==> src/rtl/serial_result_shifter.sv <==
module serial_result_shifter #(
  parameter int RES_W = 16,
  parameter int CTRL_W = 32,
  parameter logic [CTRL_W-1:0] CTRL_RESET = CTRL_W'(32'h0000_03FF)
) (
  input  logic              clk,
  input  logic              rst_n,
  input  logic              sclk,
  input  logic              fs,
  input  logic [2:0]        lane_sel,
  input  logic              chain_en,
  input  logic [2:0]        chain_in,
  input  logic              sdi,
  input  logic [RES_W-1:0]  res_a0,
  input  logic [RES_W-1:0]  res_a1,
  input  logic [RES_W-1:0]  res_b0,
  input  logic [RES_W-1:0]  res_b1,
  input  logic [RES_W-1:0]  res_c0,
  input  logic [RES_W-1:0]  res_c1,
  output logic [2:0]        sdo,
  output logic [2:0]        sdo_oe,
  output logic [CTRL_W-1:0] ctrl
);
  localparam int NCH  = 6;
  localparam int SH_W = NCH * RES_W;
  localparam int IW   = $clog2(SH_W);
  localparam int CW   = $clog2(CTRL_W + 2);

  logic fs_q, sclk_q, act, dcen_q;
  logic [2:0] sel_q;

  wire fs_fall   = fs_q & ~fs;
  wire fs_rise   = ~fs_q & fs;
  wire sclk_rise = ~sclk_q & sclk;
  wire sclk_fall = sclk_q & ~sclk;

  always_ff @(posedge clk or negedge rst_n) begin
    if (!rst_n) begin
      fs_q   <= 1'b1;
      sclk_q <= 1'b0;
      act    <= 1'b0;
      sel_q  <= 3'b000;
      dcen_q <= 1'b0;
    end else begin
      fs_q   <= fs;
      sclk_q <= sclk;
      act    <= ~fs;
      if (fs_fall) begin
        sel_q  <= lane_sel;
        dcen_q <= chain_en;
      end
    end
  end

  logic [SH_W-1:0] ld_d [3];
  logic [2:0]      ld_n [3];

  always_comb begin
    ld_d[0] = '0; ld_d[1] = '0; ld_d[2] = '0;
    ld_n[0] = 3'd1; ld_n[1] = 3'd1; ld_n[2] = 3'd1;
    case ({lane_sel[2], lane_sel[1]})
      2'b11: begin
        ld_d[0] = SH_W'({res_a0, res_a1}); ld_n[0] = 3'd2;
        ld_d[1] = SH_W'({res_b0, res_b1}); ld_n[1] = 3'd2;
        ld_d[2] = SH_W'({res_c0, res_c1}); ld_n[2] = 3'd2;
      end
      2'b01: begin
        ld_d[0] = SH_W'({res_a0, res_a1, res_c0}); ld_n[0] = 3'd3;
        ld_d[1] = SH_W'({res_b0, res_b1, res_c1}); ld_n[1] = 3'd3;
      end
      2'b10: begin
        ld_d[0] = SH_W'({res_a0, res_a1, res_b0, res_b1}); ld_n[0] = 3'd4;
        ld_d[2] = SH_W'({res_c0, res_c1});                 ld_n[2] = 3'd2;
      end
      default: begin
        ld_d[0] = {res_a0, res_a1, res_b0, res_b1, res_c0, res_c1};
        ld_n[0] = 3'd6;
      end
    endcase
  end

  for (genvar g = 0; g < 3; g++) begin : g_lane
    logic [SH_W-1:0] sh;
    logic [2:0]      n_q;
    logic            dc_hold;
    logic [IW-1:0]   tap;

    always_ff @(posedge clk or negedge rst_n) begin
      if (!rst_n) begin
        sh      <= '0;
        n_q     <= 3'd1;
        dc_hold <= 1'b0;
      end else if (fs_fall) begin
        sh      <= ld_d[g];
        n_q     <= ld_n[g];
        dc_hold <= 1'b0;
      end else if (act) begin
        if (sclk_rise) sh <= {sh[SH_W-2:0], dc_hold};
        if (sclk_fall) dc_hold <= chain_in[g] & dcen_q & sel_q[g];
      end
    end

    assign tap       = IW'(int'(n_q) * RES_W - 1);
    assign sdo[g]    = sh[tap];
    assign sdo_oe[g] = act & sel_q[g];
  end

  logic [CTRL_W-1:0] hold;
  logic [CW-1:0]     nfall;

  always_ff @(posedge clk or negedge rst_n) begin
    if (!rst_n) begin
      hold  <= '0;
      nfall <= '0;
      ctrl  <= CTRL_RESET;
    end else begin
      if (fs_fall) begin
        nfall <= '0;
      end else if (act && sclk_fall) begin
        hold <= {hold[CTRL_W-2:0], sdi};
        if (nfall != CW'(CTRL_W + 1)) nfall <= nfall + 1'b1;
      end
      if (fs_rise && nfall == CW'(CTRL_W)) ctrl <= hold;
    end
  end

  AST_IDLE_WHEN_FS_HIGH: assert property (@(posedge clk) disable iff (!rst_n)
    $past(fs) |-> (sdo_oe == 3'b000));

  AST_LANE_B_FROM_FRAME_START: assert property (@(posedge clk) disable iff (!rst_n)
    $rose(sdo_oe[1]) |-> $past(lane_sel[1]));

  AST_DATA_HELD_BETWEEN_RISES: assert property (@(posedge clk) disable iff (!rst_n)
    (act && $past(act) && !$past(sclk_rise)) |-> $stable(sdo));

  AST_CTRL_ONLY_AT_FS_RISE: assert property (@(posedge clk) disable iff (!rst_n)
    !$stable(ctrl) |-> $past(fs_rise));

  AST_CTRL_NEEDS_FULL_WORD: assert property (@(posedge clk) disable iff (!rst_n)
    ($past(fs_rise) && $past(nfall) != CW'(CTRL_W)) |-> $stable(ctrl));

endmodule

==> config.mk <==
export PLATFORM = sky130hd
export DESIGN_NAME = serial_result_shifter
export DESIGN_NICKNAME = d
export VERILOG_FILES = /design/src/rtl/serial_result_shifter.sv
export SDC_FILE = /design/constraint.sdc
export NUM_CORES = 1
export LEC_CHECK = 0
export BUFFER_PORTS_ARGS = -buffer_cell sky130_fd_sc_hd__buf_2
export CORE_MARGIN = 2
export CORE_UTILIZATION = 54
export DETAILED_ROUTE_END_ITERATION = 10
export GPL_ROUTABILITY_DRIVEN = 0
export PLACE_DENSITY = 0.86
export RECOVER_POWER = 100
export SLEW_MARGIN = 20
export SYNTH_ARGS = -nofsm -noshare
export SYNTH_HDL_FRONTEND = slang
export SYNTH_SLANG_ARGS = --single-unit
==> constraint.sdc <==
create_clock -name clk -period 1.9 [get_ports clk]
set_input_delay 0.285 -clock clk [delete_from_list [all_inputs] [get_ports clk]]
set_output_delay 0.285 -clock clk [all_outputs]
set_load 0.005 [all_outputs]
==> qor.txt <==
total placed cells including tap cells: 2,218
area fraction of the dominant cell type after synthesis: 51.3%
Cells after Synth: 1,719
Worst Tran Pin Value: 1490 ps
Ys Warns: 0
leakage power: 0.00915 µW
Die Height: 185 µm
Tot Pwr: 19,100 µW
achievable frequency: 432 MHz
drt initial violations: 1,610
Remaining DRCs: 0
clock sink total: 375
PD cells: 926 mW/mm²
post-synth net total: 1,833
layout cells sized above 1: 20.0%
fin. max-slew vios: 0
mapped cell area: 0.0176 mm²
Num CTS Buffers: 39
Comb power frac: 12.6%
Fin Setup TNS: -11,230 ps
Final setup viols: 124
Reg power frac: 47.7%
minimum clock period: 2310 ps
max cap viols: 1
Clock power frac: 39.7%
switching share of total power: 26.0%
# IOs: 146
cells along the critical path: inv_2, ha_4, mux4_2, a22o_1, buf_2
net switching power figure: 4960 µW
# rows: 66
Vias/cell: 6.19
post-route ant nets: 0
dpl hpwl: 30,100 µm
kind of critical path: register to primary output
area leader, netlist: dfrtp_1
ranking of synthesized cells by area: dfrtp_1 51%, nand2_1 8.5%, mux2i_1 7.3%, mux2_2 5.1%, a21oi_1 4.2%
clk_skew: 25.9 ps
Synth cell types: 51
post-synthesis sequential area ratio: 53.4%
vias after detailed routing: 14,284
CP max FO: 2
Slowest-stage cell, CP: dfstp_2
final critical-path share of the clock period: 122%
Buffers on Ports: 145
Tot GR Track Use: 27.8%
worst hold-check path type: input pin to register
Area Overhead vs Synth: 16.9%
CTS clk-pin slew, worst paths: 60 ps
Clock Latency Late Sink: 540 ps
initial antenna violation count: 1
failing checks: max-capacitance violations, negative setup slack
WP data required: 1620 ps
Final Non-Filler Cells: 2,306
fin nets: 1,948
Crit path largest cell delay: 550 ps
total grt overflow: 0
# fillers: 2,398
syn_area_per_cell: 10.2 µm²
Yosys reg bits: 375
Post-synth ARST share: 100%
Peak supply drop: 596 µV
status: finished, violations left
Slew headroom: 0.391%
die area: 0.0341 mm²
Post-synth EDFFs: 0
Initial Util: 54.5%
global-route wire length before repair: 75,500 µm
number of global-route vias before repair: 13,982
crit end category: primary output
Arr. time, crit path: 2030 ps
Final Hold Fails: 0
RSZ-0062 raised after global routing: true
H-Tree Depth: 2
drt total wl: 47,000 µm
First-pass DRT Iterations: 5
largest net degree at the start of global routing: 118
Horiz. Die Dim: 185 µm
Int Power: 14,100 µW
Clock Tree Root: clkbuf_16
Critical Path Start Type: register
WL/cell: 20.4 µm
CTS tree: done
Top FF cell, synth: dfrtp_1
setup ws final: -413 ps
core box area: 0.0323 mm²
clock tree buffer depth: 3
## layout by cell type, fill, tap and decap left out, types with 32 or more instances in the layout
cell and count:
buf_4 32, mux2i_1 128, o22ai_1 49, mux2_2 63
buf_2 124, a31oi_1 71, nand2_1 398, dfrtp_1 361
o21ai_0 37, a21oi_1 149, a2bb2oi_1 32, clkbuf_16 40
clkbuf_1 35
## power by group through the flow
stage          Sequential (µW)  Clock (µW)  Combinational, µW
5_1_grt                   9160        8020               2600
2_1_floorplan             9060           0               1440
6_report                  9090        7570               2390
3_5_place_dp              9200           0               2290
3_3_place_gp              9170           0               2210
4_1_cts                   9080        7650               2380
## metal layers
metal	track usage, %	share of wire, %
met1	36.7	39
met4	15.4	6.2
met3	6.18	8.6
met5	0	0
met2	42.8	46
## registers in the layout, summed over array words and instances (netlist names)
register and count:
ctrl 32, act 1, hold 32, dcen_q 1, g_lane.dc_hold 3, nfall 6
sclk_q 1, sel_q 3, fs_q 1, g_lane.n_q 7, g_lane.sh 288
## logic make-up (layout without fill, tap and decap cells)
group	Yosys count	after routing	share of synthesized area, %
buf+inv	163	307	3.83
other cells	0	1	0
compound gates	412	412	14.7
mux	223	223	14.3
flops	375	375	53.4
simple gates	539	539	13.3
xor+xnor	1	1	0.0498
fa+ha+maj	6	6	0.427
## worst max-delay path: cells and delay by family (launching register included)
family	cells	cell delay (ps)
AOI/OAI and AO/OA	1	200
adders and majority gates	1	260
buffers and inverters	2	180
DFF	1	550
muxes	1	300
## Yosys cell counts, drive strengths merged (6+ instances only)
master and instances:
and3b 14, nor3 19, a2111oi 9, nand3 23, a211oi 12, buf 54
o32ai 9, dfrtp 361, nor2b 11, mux2i 128, o22ai 49, dfstp 14
nand2 399, a21oi 149, o21ai 37, a211o 11, and3 10, o2bb2ai 16
a2bb2oi 32, nor2 26, mux4 14, nand2b 11, a31oi 71, clkbuf 95
mux2 81, inv 13, ha 6, nor3b 11
## metrics by stage
step | cell area (µm²) | setup slack [ps] | util [%] | hold slack, ps
2_1_floorplan | 17600 | 19.5 | - | -10.6
3_3_place_gp | 19100 | 54.3 | 59.2 | 242
3_5_place_dp | 19100 | -9.43 | 59.2 | 245
4_1_cts | 20600 | -420 | 63.8 | 16.5
5_1_grt | 20600 | -434 | 63.7 | 35.2
6_report | 20600 | -413 | 63.7 | 20.0
## layout make-up
type	instances	area, µm²	share of cell area (%)
Tap cell	442	553	2.69
Sequential cell	375	9400	45.7
Timing Repair Buffer	223	1640	7.98
Clock buffer	60	1140	5.52
Clock inverter	10	121	0.590
Multi-Input combinational cell	1181	7670	37.3
Antenna cell	1	2.50	0.0122
Inverter	14	52.6	0.255
## repair_timing
action                                  4_1_cts  5_1_grt
endpoints found under the hold margin        47        0
setup buffers                                 6        4
pin swaps                                     6        2
endpoints found under the setup margin        7       51
hold buffers                                  7        0
cloned                                        2        0
resized for setup                            11       31
## worst paths after layout
| check | start | endpoint | slack, ps | cells past startpoint |
|---|---|---|---|---|
| worst max register to register | fs_q | nfall[4] | -170 | 5 |
| worst min-delay path | res_a1[2] | g_lane[0].sh[66] | 20 | 3 |
| worst max-delay path | g_lane[0].n_q[0] | sdo[0] | -410 | 5 |
| max in group asynchronous | rst_n | ctrl[0] | 80 | 3 |
| worst min register to register | g_lane[0].n_q[1] | g_lane[0].n_q[1] | 480 | 2 |
| min in group asynchronous | rst_n | ctrl[30] | 710 | 2 |
(Power assumes the default switching activity.)
